[config.mk]
export PLATFORM = sky130hd
export DESIGN_NAME = usb_in_sched
export DESIGN_NICKNAME = d
export VERILOG_FILES = /design/src/rtl/uis_pkg.sv /design/src/rtl/uis_retry.sv /design/src/rtl/uis_budget.sv /design/src/rtl/uis_unload.sv /design/src/rtl/usb_in_sched.sv
export SDC_FILE = /design/constraint.sdc
export NUM_CORES = 1
export LEC_CHECK = 0
export ABC_AREA = 1
export BUFFER_PORTS_ARGS = -buffer_cell sky130_fd_sc_hd__buf_2
export CORE_ASPECT_RATIO = 0.75
export CORE_MARGIN = 2
export CORE_UTILIZATION = 53
export CTS_CLUSTER_DIAMETER = 150
export DETAILED_ROUTE_END_ITERATION = 8
export PLACE_DENSITY = 0.75
export SETUP_SLACK_MARGIN = 0.1
export SLEW_MARGIN = 20
export SYNTH_ARGS = -nofsm -noshare
export SYNTH_HDL_FRONTEND = slang
export SYNTH_SLANG_ARGS = --single-unit
export TNS_END_PERCENT = 10
[constraint.sdc]
create_clock -name clk -period 5.3 [get_ports clk]
set_clock_uncertainty 0.05 [all_clocks]
set_input_delay 0.795 -clock clk [delete_from_list [all_inputs] [get_ports clk]]
set_output_delay 0.795 -clock clk [all_outputs]
set_load 0.005 [all_outputs]
[src/rtl/uis_pkg.sv]
// Shared types for the receive-endpoint transaction engine.
// Assumes: response kinds are encoded on two bits by the link layer.
package uis_pkg;
    typedef enum logic [1:0] {
        RSP_DATA  = 2'd0,
        RSP_NAK   = 2'd1,
        RSP_STALL = 2'd2,
        RSP_BAD   = 2'd3
    } rsp_kind_e;

    typedef enum logic [1:0] {
        ST_IDLE  = 2'd0,
        ST_TOKEN = 2'd1,
        ST_WAIT  = 2'd2
    } eng_state_e;

    // Bit positions in the status register (software decodes these).
    localparam int B_REQ   = 0;
    localparam int B_RXRDY = 1;
    localparam int B_STALL = 2;
    localparam int B_ERROR = 3;
    localparam int B_NAKTO = 4;
    // Bit positions in the mode register.
    localparam int B_ACLR  = 0;
    localparam int B_AREQ  = 1;
endpackage

[src/rtl/uis_retry.sv]
// Retry policy: counts consecutive NAKs and consecutive bad responses.
// Flags when the NAK limit or the bad-response limit ends a request.
// Assumes: judge pulses only when a response arrives for an issued token.
module uis_retry #(
    parameter int NAKL_W    = 8,
    parameter int ERR_TRIES = 3
) (
    input  logic                  clk,
    input  logic                  rst_n,
    input  logic                  restart,
    input  logic                  judge,
    input  uis_pkg::rsp_kind_e    kind,
    input  logic [NAKL_W-1:0]     nak_lim,
    output logic                  nak_expire,
    output logic                  err_expire
);
    import uis_pkg::*;
    localparam int EW = $clog2(ERR_TRIES + 1);

    logic [NAKL_W-1:0] nak_cnt;
    logic [EW-1:0]     err_cnt;

    // Limit decisions taken in the cycle the response is judged.
    assign nak_expire = judge && (kind == RSP_NAK) && (nak_lim != '0) &&
                        (({1'b0, nak_cnt} + (NAKL_W+1)'(1)) >= {1'b0, nak_lim});
    assign err_expire = judge && (kind == RSP_BAD) && (err_cnt == EW'(ERR_TRIES - 1));

    // Consecutive-response counters, cleared by a fresh request.
    always_ff @(posedge clk) begin
        if (!rst_n || restart) begin
            nak_cnt <= '0;
            err_cnt <= '0;
        end else if (judge) begin
            case (kind)
                RSP_DATA: begin
                    nak_cnt <= '0;
                    err_cnt <= '0;
                end
                RSP_NAK: begin
                    err_cnt <= '0;
                    if (nak_cnt != '1) nak_cnt <= nak_cnt + NAKL_W'(1);
                end
                RSP_BAD:  err_cnt <= err_expire ? '0 : err_cnt + EW'(1);
                default: ;
            endcase
        end
    end


    err_bound_chk: assert property (@(posedge clk) disable iff (!rst_n)
        err_cnt < EW'(ERR_TRIES));
endmodule

[src/rtl/uis_budget.sv]
// Packet budget: a down-counter loaded by software.
// It steps once per request that is started, and flags the step to zero.
// Assumes: consume pulses only on the first accepted token of a request.
module uis_budget #(
    parameter int CNT_W = 8
) (
    input  logic             clk,
    input  logic             rst_n,
    input  logic             wr_en,
    input  logic [CNT_W-1:0] wr_val,
    input  logic             consume,
    output logic [CNT_W-1:0] cnt,
    output logic             hit_zero
);
    assign hit_zero = consume && (cnt == CNT_W'(1));

    // Load from software or step down on a started request.
    always_ff @(posedge clk) begin
        if (!rst_n)                       cnt <= '0;
        else if (wr_en)                   cnt <= wr_val;
        else if (consume && cnt != '0)    cnt <= cnt - CNT_W'(1);
    end


    cnt_step_chk: assert property (@(posedge clk) disable iff (!rst_n)
        (consume && !wr_en && cnt != '0) |=> (cnt == $past(cnt) - CNT_W'(1)));
endmodule

[src/rtl/uis_unload.sv]
// Unload tracker: counts bytes read from the receive FIFO since the packet landed.
// Reports the strobe that completes a maximum-payload read.
// Assumes: rd_stb is meaningful only while armed (receive-ready set).
module uis_unload #(
    parameter int MAXP_W = 11
) (
    input  logic              clk,
    input  logic              rst_n,
    input  logic              armed,
    input  logic              rd_stb,
    input  logic [MAXP_W-1:0] maxp,
    output logic              full_read
);
    logic [MAXP_W-1:0] rd_cnt;

    assign full_read = armed && rd_stb &&
                       (({1'b0, rd_cnt} + (MAXP_W+1)'(1)) >= {1'b0, maxp});

    // Byte counter, held at zero while no packet is waiting.
    always_ff @(posedge clk) begin
        if (!rst_n || !armed)               rd_cnt <= '0;
        else if (rd_stb && rd_cnt != '1)    rd_cnt <= rd_cnt + MAXP_W'(1);
    end
endmodule

[src/rtl/usb_in_sched.sv]
// Host receive-endpoint transaction engine (top).
// It issues IN tokens, judges responses, keeps control/status registers,
// handles auto-clear and auto-request, and raises the endpoint interrupt.
// Assumes: one response per accepted token; tok_ack only while tok_req is high.
module usb_in_sched #(
    parameter int MAXP_W    = 11,
    parameter int CNT_W     = 8,
    parameter int NAKL_W    = 8,
    parameter int ERR_TRIES = 3
) (
    input  logic              clk,
    input  logic              rst_n,
    input  logic              reg_wr,
    input  logic [2:0]        reg_addr,
    input  logic [15:0]       reg_wdata,
    output logic [15:0]       reg_rdata,
    output logic              tok_req,
    input  logic              tok_ack,
    input  logic              rsp_valid,
    input  logic [1:0]        rsp_kind,
    input  logic [MAXP_W-1:0] rsp_bytes,
    input  logic              fifo_rd,
    output logic              ack_send,
    output logic              irq
);
    import uis_pkg::*;
    localparam logic [2:0] A_STAT = 3'd0;
    localparam logic [2:0] A_MODE = 3'd1;
    localparam logic [2:0] A_MAXP = 3'd2;
    localparam logic [2:0] A_BUDG = 3'd3;
    localparam logic [2:0] A_NAKL = 3'd4;

    eng_state_e        state;
    rsp_kind_e         kind;
    logic              req, rxrdy, stalled, err_flag, nak_to;
    logic              aclr_en, areq_en, fresh;
    logic [MAXP_W-1:0] maxp;
    logic [NAKL_W-1:0] nak_lim;
    logic [CNT_W-1:0]  budget;

    logic sw_stat, abort, sw_req_set, rx_clr, restart;
    logic tok_fire, judge, full_read, nak_expire, err_expire, hit_zero, is_short;

    assign kind       = rsp_kind_e'(rsp_kind);
    assign sw_stat    = reg_wr && (reg_addr == A_STAT);
    assign abort      = sw_stat && !reg_wdata[B_REQ];
    assign sw_req_set = sw_stat && reg_wdata[B_REQ] && !req;
    assign rx_clr     = rxrdy && ((sw_stat && !reg_wdata[B_RXRDY]) || (aclr_en && full_read));
    assign restart    = sw_req_set || (rx_clr && areq_en);
    assign tok_fire   = (state == ST_TOKEN) && tok_ack;
    assign judge      = (state == ST_WAIT) && rsp_valid;
    assign is_short   = judge && (kind == RSP_DATA) && (budget == '0) && (rsp_bytes < maxp);
    assign tok_req    = (state == ST_TOKEN);
    assign irq        = rxrdy || stalled || err_flag || nak_to;

    uis_retry #(.NAKL_W(NAKL_W), .ERR_TRIES(ERR_TRIES)) retry_i (
        .clk(clk), .rst_n(rst_n), .restart(restart), .judge(judge), .kind(kind),
        .nak_lim(nak_lim), .nak_expire(nak_expire), .err_expire(err_expire)
    );

    uis_budget #(.CNT_W(CNT_W)) budget_i (
        .clk(clk), .rst_n(rst_n), .wr_en(reg_wr && reg_addr == A_BUDG),
        .wr_val(reg_wdata[CNT_W-1:0]), .consume(tok_fire && fresh),
        .cnt(budget), .hit_zero(hit_zero)
    );

    uis_unload #(.MAXP_W(MAXP_W)) unload_i (
        .clk(clk), .rst_n(rst_n), .armed(rxrdy), .rd_stb(fifo_rd),
        .maxp(maxp), .full_read(full_read)
    );

    // Transaction sequencer: idle, token handshake, await response.
    always_ff @(posedge clk) begin
        if (!rst_n) state <= ST_IDLE;
        else begin
            case (state)
                ST_IDLE:  if (req && !rxrdy && !abort) state <= ST_TOKEN;
                ST_TOKEN: if (tok_ack) state <= ST_WAIT;
                ST_WAIT:  if (rsp_valid) state <= ST_IDLE;
                default:  state <= ST_IDLE;
            endcase
        end
    end

    // Request flag: set by software or auto-request, cleared by outcomes or abort.
    always_ff @(posedge clk) begin
        if (!rst_n) req <= 1'b0;
        else begin
            if (abort)   req <= 1'b0;
            if (restart) req <= 1'b1;
            if (judge && (kind == RSP_DATA || kind == RSP_STALL || nak_expire || err_expire))
                req <= 1'b0;
        end
    end

    // First-token marker, so the budget counts requests rather than retries.
    always_ff @(posedge clk) begin
        if (!rst_n)        fresh <= 1'b0;
        else if (restart)  fresh <= 1'b1;
        else if (tok_fire) fresh <= 1'b0;
    end

    // Receive-ready flag and the acknowledge pulse tied to its clearing.
    always_ff @(posedge clk) begin
        if (!rst_n) begin
            rxrdy    <= 1'b0;
            ack_send <= 1'b0;
        end else begin
            ack_send <= rx_clr;
            if (rx_clr) rxrdy <= 1'b0;
            if (judge && kind == RSP_DATA) rxrdy <= 1'b1;
        end
    end

    // Sticky outcome flags, cleared only by a software write of zero.
    always_ff @(posedge clk) begin
        if (!rst_n) begin
            stalled  <= 1'b0;
            err_flag <= 1'b0;
            nak_to   <= 1'b0;
        end else begin
            if (sw_stat && !reg_wdata[B_STALL]) stalled  <= 1'b0;
            if (sw_stat && !reg_wdata[B_ERROR]) err_flag <= 1'b0;
            if (sw_stat && !reg_wdata[B_NAKTO]) nak_to   <= 1'b0;
            if (judge && kind == RSP_STALL) stalled  <= 1'b1;
            if (err_expire)                 err_flag <= 1'b1;
            if (nak_expire)                 nak_to   <= 1'b1;
        end
    end

    // Mode bits; auto-request is also dropped by the budget or a short packet.
    always_ff @(posedge clk) begin
        if (!rst_n) begin
            aclr_en <= 1'b0;
            areq_en <= 1'b0;
        end else begin
            if (reg_wr && reg_addr == A_MODE) begin
                aclr_en <= reg_wdata[B_ACLR];
                areq_en <= reg_wdata[B_AREQ];
            end
            if (hit_zero || is_short) areq_en <= 1'b0;
        end
    end

    // Plain configuration registers.
    always_ff @(posedge clk) begin
        if (!rst_n) begin
            maxp    <= '0;
            nak_lim <= '0;
        end else begin
            if (reg_wr && reg_addr == A_MAXP) maxp    <= reg_wdata[MAXP_W-1:0];
            if (reg_wr && reg_addr == A_NAKL) nak_lim <= reg_wdata[NAKL_W-1:0];
        end
    end

    // Register read multiplexer.
    always_comb begin
        reg_rdata = '0;
        case (reg_addr)
            A_STAT: begin
                reg_rdata[B_REQ]   = req;
                reg_rdata[B_RXRDY] = rxrdy;
                reg_rdata[B_STALL] = stalled;
                reg_rdata[B_ERROR] = err_flag;
                reg_rdata[B_NAKTO] = nak_to;
            end
            A_MODE: begin
                reg_rdata[B_ACLR] = aclr_en;
                reg_rdata[B_AREQ] = areq_en;
            end
            A_MAXP:  reg_rdata[MAXP_W-1:0] = maxp;
            A_BUDG:  reg_rdata[CNT_W-1:0]  = budget;
            A_NAKL:  reg_rdata[NAKL_W-1:0] = nak_lim;
            default: reg_rdata = '0;
        endcase
    end


    tok_hold_chk: assert property (@(posedge clk) disable iff (!rst_n)
        (tok_req && !tok_ack) |=> tok_req);

    no_tok_rxrdy_chk: assert property (@(posedge clk) disable iff (!rst_n)
        rxrdy |-> !tok_req);

    ack_after_clr_chk: assert property (@(posedge clk) disable iff (!rst_n)
        ack_send |-> (!rxrdy && $past(rxrdy)));

    stall_no_retry_chk: assert property (@(posedge clk) disable iff (!rst_n)
        (judge && kind == RSP_STALL && !sw_stat) |=> (!req && stalled));
endmodule

==> metrics.md <==
| Metric | Value |
|---|---|
| Outcome | finished clean |
| PD cells | roughly 220 mW/mm^2 |
| Rows | 27 |
| Worst hold path type | reg -> reg |
| Setup_tns | 0 ps |
| Vias | between 3000 and 4000 |
| Dpl ws | 2430 ps |
| Crit start category | register |
| Post-CTS Setup Repair Bufs | 0 |
| Count of hold-fix buffers inserted at cts | 0 |
| Vias in the first global route | 3365 |
| Area growth from synthesis to layout | 12.1% |
| Reg-to-Reg Start | unload_i.rd_cnt[3]$_SDFFE_PP0P_ |
| Total Routing Usage GR | 0.251 |
| Yosys warns | 0 |
| Layout cells sized above 1 | 0.171 |
| Initial antenna violation count | 0 |
| Clock latency on the worst-skew pair | 340 ps |
| Worst Hold Path EP | state[0]$_SDFFE_PN0P_ |
| Post-cts repair resize count | 0 |
| DR vias/cell | around 5.4 |
| Synth Cell Area | around 0.0040 sq mm |
| Area of the core | between 0.007 and 0.008 sq mm |
| CP endpoint kind | register |
| Routed met3 length | between 800 and 900 um |
| Min cycle time layout | between 2000 and 3000 ps |
| Routed wire length | between 9000 and 10000 um |
| Worst R2R End | retry_i.nak_cnt[0]$_SDFFE_PP0P_ |
| Min-Delay Startpoint | state[1]$_SDFFE_PN0P_ |
| PortBufs | 46 |
| Worst Tran Pin Value | a little over 500 ps |
| FMAX | roughly 340 MHz |
| Routability cong. | 1.02 |
| Yosys cell types | between 40 and 50 |
| Tightest hold margin | 407 ps |
| Die area | between 0.008 and 0.009 sq mm |
| # DRC | 0 |
| Final worst slack | 2400 ps |
| Final setup fails | 0 |
| Reg-to-reg setup timing slack | 2400 ps |
| Ant diodes | 0 |
| CP max FO | 10 |
| Leak Pwr | about 2.1 nW |
| Worst-path clk slew | 60 ps |
| Synth Instances | 563 |
| Die height | roughly 79 um |
| Syn Area/Cell | ~7.0 sq um |
| Final HPWL DP | around 7800 um |
| Register area share after synthesis | 0.298 |
| Tot Pwr | 977 uW |
| Worst reg-to-reg path cell count | 17 |
| DRT Pass-1 Iters | 6 |
| CTS buffer count | 9 |
| Final Hold Viols | 0 |
| CTS tree | done |
| Depth of the worst hold-timing path | 1 |
| CTS Buffer Depth | 2 |
| Met2 WL | 4170 um |
| First-pass GRT wire length | around 16000 um |
| Worst VDD drop | 190 uV |
| DRT antenna net count | 0 |
| Ports | 57 |
| Worst slew margin | 0.659 |
| Initial Utilization | 0.542 |
| RSZ-0062 raised after global routing | no |
| # nets final | a little under 700 |
| Metal-1 WL | 4780 um |
| H-Tree Depth | 3 |
| Grt total ovfl | 0 |
| Slew Limit Fails | 0 |
| Data required time of the worst path | ~5500 ps |
| Max cap viols | 0 |
| Largest net degree at the start of global routing | 30 |
| DR iter-0 viols | approximately 280 |
| Kind of critical path | reg -> reg |
| WL/cell | approximately 14 um |
| Tcrit/Tclk final | 0.548 |
| Yosys reg bits | 59 |
| Worst Path Arrival | about 3100 ps |
| Max Used Layer | met4 |
| Total clock sinks | ~60 |
| Root buffer cell | clkbuf_8 |
| Die width | roughly 100 um |
critical path, stage by stage, from the launching register on:
cell and delay, ps:
dfxtp_1 420, nand2_1 120, nor3_2 250, nand2_2 110
nor2_2 170, nand2_1 90, xor2_1 220, ha_1 280
a21o_1 160, a21oi_1 120, nand2_1 60, nor2_1 120
nand2_1 90, nand2_2 90, nand2_4 70, nand2_4 80
nand3_4 180, nor2_2 140
kinds of logic (layout without fill, tap and decap cells):
family,Yosys count,after routing,share of synthesized area
simple gates,211,211,0.251
compound gates,131,131,0.190
buf+inv,111,159,0.114
flops,59,59,0.298
fa+ha+maj,34,34,0.107
xor+xnor,16,16,0.0373
other cells,1,5,0.000948
flip-flops by register name, indices dropped and copies added (netlist names), 2 cells and up:
register         count
retry_i.err_cnt      2
nak_lim              8
budget_i.cnt         8
maxp                11
state                2
retry_i.nak_cnt      8
unload_i.rd_cnt     11
cells in the final DEF (no fill, tap or decap), types with 3 or more instances in the layout:
| cell type | count |
|---|---|
| nor2_1 | 47 |
| nand3_1 | 21 |
| nor3_1 | 4 |
| a31oi_1 | 7 |
| inv_2 | 11 |
| inv_1 | 86 |
| o21ai_1 | 8 |
| nand4_1 | 6 |
| o21ai_0 | 36 |
| o221ai_1 | 5 |
| clkbuf_8 | 11 |
| nand2_1 | 98 |
| nor2_4 | 3 |
| o22ai_1 | 5 |
| buf_2 | 46 |
| a22oi_1 | 3 |
| ha_1 | 34 |
| nand2_4 | 3 |
| a21oi_1 | 51 |
| nand2_2 | 5 |
| xor2_1 | 13 |
| dfxtp_1 | 59 |
| a21o_1 | 3 |
| conb_1 | 5 |
| nor2_2 | 15 |
how the worst max path moves through the flow:
stage | from | end | slack, ps
after floorplan | unload_i.rd_cnt[3]$_SDFFE_PP0P_ | retry_i.err_cnt[0]$_SDFFE_PP0P_ | 2820
after global placement | unload_i.rd_cnt[3]$_SDFFE_PP0P_ | retry_i.err_cnt[0]$_SDFFE_PP0P_ | 2500
after detailed placement | unload_i.rd_cnt[3]$_SDFFE_PP0P_ | retry_i.nak_cnt[0]$_SDFFE_PP0P_ | 2430
after CTS | unload_i.rd_cnt[3]$_SDFFE_PP0P_ | retry_i.nak_cnt[0]$_SDFFE_PP0P_ | 2410
after global routing | unload_i.rd_cnt[3]$_SDFFE_PP0P_ | retry_i.nak_cnt[0]$_SDFFE_PP0P_ | 2070
final | unload_i.rd_cnt[3]$_SDFFE_PP0P_ | retry_i.nak_cnt[0]$_SDFFE_PP0P_ | 2400
cell type report:
cell class | count | area [sq um]
fill | 711 | 2860
clock buffer | 13 | 159
clock inverter | 2 | 35.0
multi-input combinational | 397 | 2340
timing repair buffer | 46 | 230
sequential | 59 | 1180
tap | 101 | 126
inverter | 98 | 368
where the power goes:
part           leakage [nW]  internal, mW  total (mW)  switching [mW]
registers             0.477         0.451       0.456         0.00440
logic                  1.51        0.0383       0.110          0.0716
clock network        0.0995         0.240       0.412           0.172
routing by layer:
| layer | vias to the layer above | track usage |
|---|---|---|
| met5 | - | 0 |
| met4 | 0 | 0.0689 |
| met3 | 19 | 0.0575 |
| met2 | 150 | 0.383 |
| met1 | 1731 | 0.356 |
| li1 | 1938 | - |
cells in the mapped netlist (all sizes together):
| cell type | n | area share |
|---|---|---|
| o22ai | 5 | 0.0079 |
| xnor2 | 2 | 0.0044 |
| o21ai | 45 | 0.058 |
| ha | 34 | 0.11 |
| a21o | 3 | 0.0057 |
| a21oi | 52 | 0.067 |
| a22o | 2 | 0.0044 |
| a211oi | 1 | 0.0032 |
| o21a | 1 | 0.0019 |
| buf | 7 | 0.016 |
| nor2 | 65 | 0.077 |
| nand2 | 106 | 0.11 |
| a2bb2oi | 1 | 0.0022 |
| a31oi | 7 | 0.011 |
| o221ai | 5 | 0.011 |
| o211ai | 2 | 0.0038 |
| nor3 | 6 | 0.010 |
| dfxtp | 59 | 0.30 |
| a22oi | 3 | 0.0057 |
| o21bai | 1 | 0.0019 |
| nor4 | 1 | 0.0016 |
| nand4 | 7 | 0.013 |
| conb | 1 | 0.00095 |
| a221oi | 1 | 0.0022 |
| clkinv | 1 | 0.00095 |
| o2111ai | 1 | 0.0022 |
| inv | 97 | 0.092 |
| a2111oi | 1 | 0.0022 |
| nand3 | 23 | 0.035 |
| and3 | 1 | 0.0016 |
| nand3b | 2 | 0.0038 |
| xor2 | 14 | 0.033 |
| clkbuf | 6 | 0.0057 |
stage by stage:
stage | utilization | instance area, sq um | instances
6_report | 0.608 | 4440 | 716
5_1_grt | 0.608 | 4440 | 716
4_1_cts | 0.608 | 4440 | 716
3_5_place_dp | 0.582 | 4240 | 701
3_3_place_gp | 0.582 | 4240 | 701
2_1_floorplan | - | 3970 | 567
Power figures use the tool's default switching activity.
